<file path="config.mk">
export PLATFORM = sky130hd
export DESIGN_NAME = blkp_clear_seq
export DESIGN_NICKNAME = d
export VERILOG_FILES = /design/src/rtl/blkp_pkg.sv /design/src/rtl/blkp_variant_dec.sv /design/src/rtl/blkp_lock_eval.sv /design/src/rtl/blkp_clear_seq.sv
export SDC_FILE = /design/constraint.sdc
export NUM_CORES = 1
export LEC_CHECK = 0
export BUFFER_PORTS_ARGS = -buffer_cell sky130_fd_sc_hd__buf_2
export CAP_MARGIN = 10
export CELL_PAD_IN_SITES_DETAIL_PLACEMENT = 1
export CELL_PAD_IN_SITES_GLOBAL_PLACEMENT = 1
export CORE_ASPECT_RATIO = 1.5
export CORE_MARGIN = 2
export CORE_UTILIZATION = 35
export DETAILED_ROUTE_END_ITERATION = 10
export GPL_TIMING_DRIVEN = 0
export MAX_ROUTING_LAYER = met4
export PLACE_DENSITY_LB_ADDON = 0.3
export REMOVE_ABC_BUFFERS = 1
export SETUP_SLACK_MARGIN = 0.3
export SYNTH_ARGS = -nofsm -noshare
export SYNTH_HDL_FRONTEND = slang
export SYNTH_HIERARCHICAL = 1
export SYNTH_SLANG_ARGS = --single-unit
</file>
<file path="constraint.sdc">
create_clock -name clk -period 2.7 [get_ports clk]
set_input_delay 0.135 -clock clk [delete_from_list [all_inputs] [get_ports clk]]
set_output_delay 0.135 -clock clk [all_outputs]
set_load 0.1 [all_outputs]
</file>
<file path="src/rtl/blkp_pkg.sv">
package blkp_pkg;

    localparam int SR_W = 8;

    typedef enum logic [2:0] {
        ST_IDLE,
        ST_RD_FIRST,
        ST_DECIDE,
        ST_WR_LOCK,
        ST_WR_CLEAR,
        ST_RD_CHECK
    } state_e;

    typedef struct packed {
        state_e            st;
        logic [1:0]        var_sel;
        logic [SR_W-1:0]   snap;
        logic [SR_W-1:0]   wdata;
        logic              rd_req;
        logic              wr_req;
        logic              done;
        logic              pass;
        logic              refused;
        logic              err;
    } ctl_s;

endpackage

</file>
<file path="src/rtl/blkp_variant_dec.sv">
module blkp_variant_dec #(
    parameter int              SR_W      = 8,
    parameter logic [SR_W-1:0] GEN_MASK  = 8'h3C,
    parameter logic [SR_W-1:0] SEC_CHECK = 8'h0C,
    parameter logic [SR_W-1:0] SEC_CLEAR = 8'hBC,
    parameter logic [SR_W-1:0] WPE_CHECK = 8'h7C,
    parameter logic [SR_W-1:0] WPE_CLEAR = 8'hFC
) (
    input  logic [1:0]      var_sel,
    output logic [SR_W-1:0] check_mask,
    output logic [SR_W-1:0] clear_mask,
    output logic            lock_stage,
    output logic            pin_gate
);

    always_comb begin
        check_mask = GEN_MASK;
        clear_mask = GEN_MASK;
        lock_stage = 1'b0;
        pin_gate   = 1'b0;
        case (var_sel)
            2'd1: begin
                check_mask = SEC_CHECK;
                clear_mask = SEC_CLEAR;
                lock_stage = 1'b1;
                pin_gate   = 1'b1;
            end
            2'd2: begin
                check_mask = WPE_CHECK;
                clear_mask = WPE_CLEAR;
                lock_stage = 1'b1;
            end
            default: ;
        endcase
    end

    // only layouts with a lock stage may demand the pin test
    always_comb begin
        p_pin_needs_lock_r1: assert (!pin_gate || lock_stage);
    end

endmodule

</file>
<file path="src/rtl/blkp_lock_eval.sv">
module blkp_lock_eval #(
    parameter int SR_W     = 8,
    parameter int LOCK_BIT = 7,
    parameter int PIN_BIT  = 4
) (
    input  logic [SR_W-1:0] snap,
    input  logic [SR_W-1:0] check_mask,
    input  logic            lock_stage,
    input  logic            pin_gate,
    output logic            already_clear,
    output logic            need_lock,
    output logic            refused
);

    logic lock_set;
    logic pin_asserted;

    assign lock_set      = snap[LOCK_BIT];
    assign pin_asserted  = ~snap[PIN_BIT];
    assign already_clear = ((snap & check_mask) == '0);
    assign refused       = lock_stage & pin_gate & lock_set & pin_asserted;
    assign need_lock     = lock_stage & lock_set & ~refused;

endmodule

</file>
<file path="src/rtl/blkp_clear_seq.sv">
module blkp_clear_seq
    import blkp_pkg::*;
#(
    parameter int              LOCK_BIT  = 7,
    parameter int              PIN_BIT   = 4,
    parameter logic [SR_W-1:0] GEN_MASK  = 8'h3C,
    parameter logic [SR_W-1:0] SEC_CHECK = 8'h0C,
    parameter logic [SR_W-1:0] SEC_CLEAR = 8'hBC,
    parameter logic [SR_W-1:0] WPE_CHECK = 8'h7C,
    parameter logic [SR_W-1:0] WPE_CLEAR = 8'hFC
) (
    input  logic            clk,
    input  logic            rst_n,
    input  logic            start,
    input  logic [1:0]      variant,
    output logic            busy,
    output logic            done,
    output logic            pass,
    output logic            wp_refused,
    output logic            seq_err,
    output logic            rd_req,
    input  logic            rd_ack,
    input  logic [SR_W-1:0] rd_data,
    output logic            wr_req,
    output logic [SR_W-1:0] wr_data,
    input  logic            wr_done,
    input  logic            wr_err
);

    localparam logic [SR_W-1:0] LOCK_ONEHOT = SR_W'(1) << LOCK_BIT;
    localparam ctl_s CTL_RST = '{st: ST_IDLE, default: '0};

    ctl_s q, d;

    logic [SR_W-1:0] check_mask;
    logic [SR_W-1:0] clear_mask;
    logic            lock_stage;
    logic            pin_gate;
    logic            already_clear;
    logic            need_lock;
    logic            refused;

    blkp_variant_dec #(
        .SR_W      (SR_W),
        .GEN_MASK  (GEN_MASK),
        .SEC_CHECK (SEC_CHECK),
        .SEC_CLEAR (SEC_CLEAR),
        .WPE_CHECK (WPE_CHECK),
        .WPE_CLEAR (WPE_CLEAR)
    ) u_dec (
        .var_sel    (q.var_sel),
        .check_mask (check_mask),
        .clear_mask (clear_mask),
        .lock_stage (lock_stage),
        .pin_gate   (pin_gate)
    );

    blkp_lock_eval #(
        .SR_W     (SR_W),
        .LOCK_BIT (LOCK_BIT),
        .PIN_BIT  (PIN_BIT)
    ) u_eval (
        .snap          (q.snap),
        .check_mask    (check_mask),
        .lock_stage    (lock_stage),
        .pin_gate      (pin_gate),
        .already_clear (already_clear),
        .need_lock     (need_lock),
        .refused       (refused)
    );

    always_comb begin
        d      = q;
        d.done = 1'b0;
        case (q.st)
            ST_IDLE: begin
                if (start) begin
                    d.st      = ST_RD_FIRST;
                    d.var_sel = variant;
                    d.rd_req  = 1'b1;
                    d.pass    = 1'b0;
                    d.refused = 1'b0;
                    d.err     = 1'b0;
                end
            end
            ST_RD_FIRST: begin
                if (rd_ack) begin
                    d.snap   = rd_data;
                    d.rd_req = 1'b0;
                    d.st     = ST_DECIDE;
                end
            end
            ST_DECIDE: begin
                if (already_clear) begin
                    d.pass = 1'b1;
                    d.done = 1'b1;
                    d.st   = ST_IDLE;
                end else if (refused) begin
                    d.refused = 1'b1;
                    d.done    = 1'b1;
                    d.st      = ST_IDLE;
                end else if (need_lock) begin
                    d.wdata  = q.snap & ~LOCK_ONEHOT;
                    d.wr_req = 1'b1;
                    d.st     = ST_WR_LOCK;
                end else begin
                    d.wdata  = q.snap & ~clear_mask;
                    d.wr_req = 1'b1;
                    d.st     = ST_WR_CLEAR;
                end
            end
            ST_WR_LOCK: begin
                if (wr_done) begin
                    if (wr_err) begin
                        d.wr_req = 1'b0;
                        d.err    = 1'b1;
                        d.done   = 1'b1;
                        d.st     = ST_IDLE;
                    end else begin
                        d.wdata = q.snap & ~clear_mask;
                        d.st    = ST_WR_CLEAR;
                    end
                end
            end
            ST_WR_CLEAR: begin
                if (wr_done) begin
                    d.wr_req = 1'b0;
                    if (wr_err) begin
                        d.err  = 1'b1;
                        d.done = 1'b1;
                        d.st   = ST_IDLE;
                    end else begin
                        d.rd_req = 1'b1;
                        d.st     = ST_RD_CHECK;
                    end
                end
            end
            ST_RD_CHECK: begin
                if (rd_ack) begin
                    d.rd_req = 1'b0;
                    d.pass   = ((rd_data & check_mask) == '0);
                    d.done   = 1'b1;
                    d.st     = ST_IDLE;
                end
            end
            default: d = CTL_RST;
        endcase
    end

    always_ff @(posedge clk or negedge rst_n) begin
        if (!rst_n) q <= CTL_RST;
        else        q <= d;
    end

    assign busy       = (q.st != ST_IDLE);
    assign done       = q.done;
    assign pass       = q.pass;
    assign wp_refused = q.refused;
    assign seq_err    = q.err;
    assign rd_req     = q.rd_req;
    assign wr_req     = q.wr_req;
    assign wr_data    = q.wdata;

    // tracks whether the current operation issued any write
    logic op_wrote_q;
    always_ff @(posedge clk or negedge rst_n) begin
        if (!rst_n)               op_wrote_q <= 1'b0;
        else if (!busy && start)  op_wrote_q <= 1'b0;
        else if (wr_req)          op_wrote_q <= 1'b1;
    end

    p_rd_hold_r9: assert property (@(posedge clk) disable iff (!rst_n)
        rd_req && !rd_ack |=> rd_req);

    p_wr_hold_r9: assert property (@(posedge clk) disable iff (!rst_n)
        wr_req && !wr_done |=> wr_req && $stable(wr_data));

    p_err_stop_r7: assert property (@(posedge clk) disable iff (!rst_n)
        wr_req && wr_done && wr_err |=> !wr_req && !rd_req && done && seq_err);

    p_start_ignored_r8: assert property (@(posedge clk) disable iff (!rst_n)
        busy && start |=> $stable(q.var_sel));

    p_done_pulse_r10: assert property (@(posedge clk) disable iff (!rst_n)
        done |=> !done);

    p_refuse_no_write_r3: assert property (@(posedge clk) disable iff (!rst_n)
        done && wp_refused |-> !op_wrote_q);

    p_verdict_excl_r6: assert property (@(posedge clk) disable iff (!rst_n)
        done |-> !(pass && (wp_refused || seq_err)));

endmodule

</file>
## Word level (Yosys, flattened, before mapping)

Cells that the tools add are included.
Widths: inputs -> output; s select.

| storage, ports and cells | value |
|---|---|
| register bits after elaboration | 27 |
| input port bits | 16 |
| output and inout port bits | 15 |
| logic and storage cells | 123 |

| cells by class | value |
|---|---|
| equal/unequal tests | 22 |
| mux-type cells | 48 |
| bitwise gates (word level) | 19 |
| reductions and logical operators | 24 |

Operators with widths:

| cell | count |
|---|---|
| $mux 8 | 6 |
| $mux 3 | 11 |
| $pmux 8 s2 | 2 |
| $pmux 8 s3 | 1 |
| $ne 2x2->1 const B | 11 |
| $pmux 3 s6 | 1 |
| $and 8x8->8 | 2 |
| $logic_not 8->1 | 2 |
| $pmux 1 s4 | 4 |
| $mux 1 | 15 |
| $reduce_and 5->1 | 3 |
| $pmux 7 s2 | 1 |
| $reduce_and 4->1 | 3 |
| $not 1->1 | 10 |
| $reduce_or 5->1 | 2 |
| $reduce_or 3->1 | 3 |
| $and 8x7->8 | 1 |
| $ne 2x1->1 const B | 4 |
| $not 8->8 | 1 |
| $reduce_or 2->1 | 4 |
| $reduce_or 4->1 | 2 |
| $eq 3x2->1 const B | 2 |
| $eq 3x3->1 const B | 2 |
| $mux 2 | 3 |
| other kinds (11) | 17 |

## Depth between registers and ports, before layout

Gate-level depths: netlist (run 1).

| logic depth | value |
|---|---|
| word-level depth | 12 |
| gate-level depth with buffers | 11 |
| depth with buffers taken out | 9 |

## Modules after synthesis

The synthesis (run 1) kept the hierarchy.

Modules (own cells, without submodules):

| module | instances | cells each | area each (um2) | seq. area each (um2) |
|---|---|---|---|---|
| blkp_clear_seq | 1 | 198 | 1667.8 | 675.6 |
| blkp_variant_dec | 1 | 23 | 165.2 | 0.0 |
| blkp_lock_eval | 1 | 9 | 58.8 | 0.0 |

## Worst setup path before layout (run 1)

OpenSTA, ideal clock, no wires.

| path | value |
|---|---|
| path type | flip-flop to flip-flop |
| start point | reg q[22] (netlist bit) |
| end point | reg q (netlist bit wr_data[6]) |
| setup time | 0.117 ns |
| data arrival time | 2.062 ns |
| data required time | 2.583 ns |
| setup slack | 0.521 ns |
| cell stages (with the launch flop) | 11 |
| buffers on the path | 2 |
| clock period less this slack | 2.179 ns |
| cell sequence | dfrtp_1 > ha_1 > inv_1 > buf_4 > a22oi_1 > and4_1 > or3_4 > a311o_4 > buf_6 > nand2_1 > o21ai_2 |

| on the way | value |
|---|---|
| elaborated cells between the ends (all ways) | 26 |
| those cells by class | eq/ne (4); mux (10); bitwise (9); reduce/logical (3) |

RTL lines:

| what | RTL line | RTL |
|---|---|---|
| start: declaration | blkp_clear_seq.sv:33 | `ctl_s q, d;` |
| start signal: assignment | blkp_clear_seq.sv:151 | `if (!rst_n) q <= CTL_RST;` |
| start signal: assignment | blkp_clear_seq.sv:152 | `else q <= d;` |
| $eq 2x2->1 / $eq 2x1->1 (equally long branches) | blkp_variant_dec.sv:21 | `case (var_sel)` |
| $pmux 7 s2 * | blkp_variant_dec.sv:21 |  |
| named net check_mask[4] | blkp_clear_seq.sv:35 | `logic [SR_W-1:0] check_mask;` |
| $and 8x7->8 * | blkp_lock_eval.sv:20 | `assign already_clear = ((snap & check_mask) == '0);` |
| $logic_not 8->1 * | blkp_lock_eval.sv:20 |  |
| named net already_clear | blkp_clear_seq.sv:39 | `logic already_clear;` |
| $ne 2x2->1 (no line) * | n/a |  |
| $reduce_and 5->1 (no line) * | n/a |  |

The timed path passes the listed nets; every way through them passes the cells marked *. The select of a mux whose other input is x is not followed.
A chain may end at the register's enable or synchronous reset.

## Worst setup path after layout (run 1)

| path | value |
|---|---|
| start point | reg q[22] (netlist bit) |
| end point | reg q (netlist bit wr_data[7]) |

Same word-level chain as after synthesis.

==> metrics, run 1 <==
status=finished, final reports clean; gp weighted congestion=0.750; final setup vio count=0; vias in the first global route=1,607; Post-synth top flop=dfrtp_1; CP endpoint kind=flip-flop; Post-DP HPWL=3290 um; leakage power=0.000901 uW; critical path startpoint category=flip-flop; # diodes=0; largest net degree at the start of global routing=38; Layout Nets=260; row count=32; grt ovf=0; drc violations=0; Avg Cell Area, Syn=8.23 sq um; Slew headroom=57.1%; Die Y=94.0 um; Horiz. Die Dim=64.0 um; Crit Path Class=flip-flop to flip-flop; All-Layer GR Usage=16.8%; Yosys reg bits=27; non-filler cells, final=305; Worst Path Max Fanout=16; Synth Cell Area=0.00189 sq mm; antenna violations before repair=0; final period utilization=84.0%; Routed wire per std cell=15.0 um; WP data required=2.88 ns; synth-to-layout area growth=5.22%; Vias=1,564; end-of-flow core utilization=38.5%; final wirelength=4590 um; DR pass1 iterations=4; PD cells=1150 mW/mm^2; min-delay worst type=input port to flip-flop; Slew @ Worst Pin=0.644 ns; area share of the largest cell type after synthesis=35.7%; largest area contributor in the netlist=dfrtp_1; Max Cap Viol=0; worst-case vdd ir drop=0.651 mV; top-count cell post-synth=nand2_1; Skew-Pair Late Insertion Delay=0.28 ns; Synth area leaders=dfrtp_1 36%, buf_4 8.7%, nand2_1 6.3%, o21ai_0 5.0%, nor3b_1 4.8%; global-route wire length before repair=7730 um; Initial Util=36.6%; Synth Warn #=6; buffers added on ports=30; via/cell ratio=5.13; Die Footprint=0.00602 sq mm; Post-synth top cells=32 x nand2_1, 27 x dfrtp_1, 22 x buf_4; number of DRC markers in iteration 0=14; RSZ-0062 raised after global routing=false; I/O pin count=31; Clock Root Buffer=clkbuf_8; clock sinks=27; H-tree depth=1; DP Cell Count=300; fill count=637; clock skew=0.00543 ns; Setup TNS=0 ns; core box area=0.00516 sq mm; cts bufs inserted=3; EDFF count, synth=0; Netlist cell types=45; clock buffer depth=2; final number of hold-violating endpoints=0; ys async rst share=100%; register area share after synthesis=35.7%; Worst Path Arrival=2.45 ns; achievable clock frequency=441 MHz; Worst Hold Margin=0.184 ns; Pins Over Slew Limit=0; post-route ant nets=0; post-synthesis cell count=230; min Tclk post-route=2.27 ns; Worst-path clk slew=0.10 ns; layout cells sized above 1=17.7%; TritonCTS clock tree=yes
[registers in the layout (all words and copies together) (netlist names)]
name / count
seq_err: 1
wr_data: 8
done: 1
wr_req: 1
wp_refused: 1
pass: 1
q: 13
rd_req: 1
[per-stage QoR]
stage	total power [uW]	instance area, sq um	setup WS, ns
after global routing	2480	1990	0.306
final	2280	1990	0.433
after detailed placement	2050	1920	0.286
after global placement	2030	1920	0.276
after CTS	2300	1980	0.348
after floorplan	1710	1690	0.648
[per-layer routing]
| metal | routed length [um] | vias to the layer above | part of all wire, % | track usage (%) |
|---|---|---|---|---|
| li1 | - | 784 | - | - |
| met1 | 2100 | 751 | 46 | 20.8 |
| met2 | 2340 | 25 | 51 | 29.0 |
| met3 | 101 | 4 | 2.2 | 1.20 |
| met4 | 49 | 0 | 1.1 | 5.43 |
| met5 | 0 | - | 0 | - |
[power breakdown]
| part | leakage (uW) | internal, uW | switching (uW) |
|---|---|---|---|
| registers | 0.000353 | 531 | 258 |
| clock network | 0.0000217 | 105 | 142 |
| logic | 0.000526 | 367 | 878 |
[critical path: stages, from the launching register on]
cell and delay, ns:
dfrtp_1 0.44, ha_1 0.21, inv_1 0.12, a22oi_1 0.09, and4_1 0.28, or3_4 0.37, a311o_4 0.48, nand2_1 0.11
o21ai_2 0.05
[repair_timing]
| action | 4_1_cts | 5_1_grt |
|---|---|---|
| setup buffers | 0 | 0 |
| setup endpoints to repair | 8 | 17 |
| resized for setup | 1 | 2 |
| hold endpoints to repair | 27 | 0 |
| hold buffers | 1 | 0 |
| gates cloned | 0 | 0 |
[placed cells by master (no fill, tap or decap), drive strengths merged, types with 2 or more instances in the layout]
master / Yosys / final
dfrtp: 27 / 27
buf: 27 / 30
a31oi: 4 / 4
a22oi: 7 / 7
nor2: 7 / 7
nand2b: 3 / 3
a22o: 2 / 2
ha: 6 / 6
o21ai: 27 / 27
conb: 2 / 11
clkbuf: 10 / 3
inv: 12 / 12
mux2i: 3 / 3
nand3: 9 / 9
nor3b: 12 / 12
nand2: 32 / 32
a21oi: 17 / 17
[layout make-up]
cell class              instances  area [sq um]  area share (%)
multi-input cells             163           973            48.9
clock inverters                 1          7.51           0.377
inverters                      12          45.0            2.26
clock buffers                   3          41.3            2.07
repair buffers                 31           160            8.05
well taps                      68          85.1            4.27
flip-flops and latches         27           678            34.1
[cells by family (layout without fill, tap and decap cells)]
family                   count (synthesis)  count (layout)  share of synthesized area [%]
AO/OA/AOI/OAI                           69              69                           23.0
adder cells (fa/ha/maj)                  6               6                           3.97
buffers and inverters                   49              47                           14.9
flip-flops                              27              27                           35.7
multiplexers                             3               3                           1.59
other                                    2              11                          0.397
AND/OR/NAND/NOR                         74              74                           20.4
[worst paths after layout]
| check | from | endpoint | slack [ns] | cells after the start |
|---|---|---|---|---|
| hold reg to reg | wr_data[6]$_DFFE_PN0P_ | wr_data[6]$_DFFE_PN0P_ | 0.48 | 2 |
| max in group asynchronous | rst_n | q[25]$_DFFE_PN0P_ | 1.86 | 2 |
| setup / recovery | q[22]$_DFFE_PN0P_ | wr_data[7]$_DFFE_PN0P_ | 0.43 | 8 |
| hold / removal | rd_data[0] | q[14]$_DFFE_PN0P_ | 0.18 | 3 |
| setup reg to reg | q[22]$_DFFE_PN0P_ | wr_data[7]$_DFFE_PN0P_ | 0.43 | 8 |
| min in group asynchronous | rst_n | wr_data[2]$_DFFE_PN0P_ | 0.39 | 2 |
Note: power is estimated with default switching activity, not from simulation.
==> run 2, diff against run 1 <==
ABC_AREA = 1   (was unset)
clock period = 2.15 ns   (was 2.7 ns; I/O delays follow)
==> run 2 against run 1 <==
Die area is 0.19% higher. Critical path depth is 3 higher. Flip-flop and latch count did not move. Largest power group unchanged. First-iteration DRC count rose by 71%.
==> metrics, run 2 <==
worst path buffer plus inverter count=3; TritonCTS clock tree=yes; DR pass1 iterations=4; via/cell ratio=4.70; Post-synth top flop=dfrtp_1; Synth Warn #=6; # diodes=0; EDFF count, synth=0; Post-synth top cells=109 x nand2_1, 27 x dfrtp_1, 23 x inv_1, 23 x nand3_1, 22 x buf_4; global-route wire length before repair=8420 um; Yosys reg bits=27; Crit-path slowest cell=dfrtp_1; CP delay by family, top=simple AND/OR/NAND/NOR gates; Pins Over Slew Limit=0; Layout Nets=327; top-count cell post-synth=nand2_1; clock sinks=27; Crit Path Class=flip-flop to flip-flop; clock network power share=9.6%; clock skew=0.00381 ns; post-route ant nets=0; All-Layer GR Usage=18.8%; most common cell after layout, fill and taps aside=nand2_1; critical path startpoint category=flip-flop; Psw=1790 uW; CP endpoint kind=flip-flop; final period utilization=81.6%; most frequent CP cell=nand3_1; Horiz. Die Dim=64.1 um; Biggest register=q; crit-path max cell delay=0.42 ns; vias in the first global route=1,806; Post-DP HPWL=3710 um; row count=32; status=finished, final reports clean; achievable clock frequency=570 MHz; Clock Root Buffer=clkbuf_8; layout cells sized above 1=27.0%; Largest register FFs=13; Vias=1,749; largest net degree at the start of global routing=28; Slew headroom=55.9%; I/O pin count=31; drc violations=0; number of DRC markers in iteration 0=24; Finished Cell Area=0.00221 sq mm; Initial Util=36.7%; Netlist cell types=22; cts bufs inserted=3; synth-to-layout area growth=16.8%; PD cells=1420 mW/mm^2; Seq pwr share=25.8%; sw frac=56.7%; grt ovf=0; Placement Cell Area=0.00195 sq mm; post-synthesis cell count=275; Routed wire per std cell=13.7 um; Synth area leaders=dfrtp_1 36%, nand2_1 22%, buf_4 8.7%, nand3_1 6.1%, inv_1 4.6%; gp weighted congestion=0.852; Int Pwr=1360 uW; Avg Cell Area, Syn=6.89 sq um; Skew-Pair Late Insertion Delay=0.28 ns; area share of the largest cell type after synthesis=35.6%; min-delay worst type=input port to flip-flop; leakage power=0.00121 uW; non-filler cells, final=372; Die Y=94.1 um; worst-case vdd ir drop=0.800 mV; Gate power share=64.6%; WP data required=2.33 ns; Setup TNS=0 ns; ys async rst share=100%; buffers added on ports=30; Die Footprint=0.00603 sq mm; final setup vio count=0; H-tree depth=1; register area share after synthesis=35.6%; antenna violations before repair=0; RSZ-0062 raised after global routing=true; Synth Cell Area=0.00190 sq mm; min Tclk post-route=1.75 ns; clock buffer depth=2; core box area=0.00516 sq mm; largest area contributor in the netlist=dfrtp_1; final wirelength=5110 um; final number of hold-violating endpoints=0; DP Cell Count=356; most frequent cells in the layout=100 x nand2_1, 29 x buf_2, 25 x dfrtp_1; Worst Path Arrival=1.93 ns; Worst-path clk slew=0.10 ns; critical-path cell list=inv_1 -> ha_4 -> inv_2 -> nand3_2 -> nor2_4 -> nor2_4 -> buf_4 -> nand3_1 -> nand3_1 -> nand3_1 -> nand2_1; Slew @ Worst Pin=0.661 ns; Worst Path Max Fanout=3; Max Cap Viol=0
run 2: kinds of logic after synthesis:
group           share of synthesized area (%)
simple gates                             36.6
buf+inv                                  16.2
flops                                    35.6
compound gates                           7.13
fa+ha+maj                                3.96
other cells                             0.396
run 2: worst min-delay path, delay by kind of cell:
kind | cells | cell delay [ns]
and+or+nand+nor | 1 | 0.06
AOI/OAI and AO/OA | 1 | 0.06
buffers and inverters | 1 | 0.11
run 2: area by class of cell:
| type | instances | area [sq um] |
|---|---|---|
| Clock buffer | 3 | 41.3 |
| Sequential cell | 27 | 678 |
| Fill cell | 702 | 2950 |
| Multi-Input combinational cell | 206 | 1060 |
| Tap cell | 68 | 85.1 |
| Timing Repair Buffer | 41 | 241 |
| Inverter | 26 | 97.6 |
| Clock inverter | 1 | 5.00 |
run 2: layer usage:
| layer | global-route usage, % | wire (um) | up-vias |
|---|---|---|---|
| met3 | 1.68 | 140 | 4 |
| met4 | 5.32 | 46 | 0 |
| li1 | - | - | 892 |
| met2 | 36.4 | 2820 | 31 |
| met1 | 20.0 | 2110 | 822 |
| met5 | - | 0 | - |
run 2: through the flow:
stage	hold WS [ns]	worst slack, ns	power (uW)	util, %
after floorplan	-0.188	0.247	2060	-
after global placement	0.184	0.0658	2440	37.8
after detailed placement	0.180	0.0106	2480	37.8
after CTS	0.0841	0.334	3000	40.5
after global routing	0.105	0.247	3420	42.9
final	0.0856	0.396	3150	42.9
run 2: final timing paths:
kind	start	to	cells after the start	slack [ns]
worst max-delay path	q[22]$_DFFE_PN0P_	q[24]$_DFFE_PN0P_	11	0.40
worst min-delay path	rd_data[1]	q[15]$_DFFE_PN0P_	3	0.09
worst max register to register	q[22]$_DFFE_PN0P_	q[24]$_DFFE_PN0P_	11	0.40
worst min register to register	seq_err$_DFFE_PN0P_	seq_err$_DFFE_PN0P_	2	0.48
max in group asynchronous	rst_n	q[23]$_DFFE_PN0P_	2	1.29
min in group asynchronous	rst_n	wr_data[1]$_DFFE_PN0P_	2	0.39
run 2: power by group through the flow:
stage / combinational (uW) / sequential (uW) / clock (uW)
after floorplan: 994 / 1070 / 0
after global placement: 1640 / 803 / 0
after detailed placement: 1670 / 809 / 0
after CTS: 1890 / 798 / 313
after global routing: 2260 / 835 / 328
final: 2030 / 813 / 303
run 2: timing repair:
action                                 4_1_cts  5_1_grt
hold buffers                                 1        0
gates resized for setup                     13       30
setup buffers                                5        5
endpoints found under the hold margin       27        0
gates cloned                                 1        0
pin swaps                                    2        7
setup endpoints to repair                    9       22
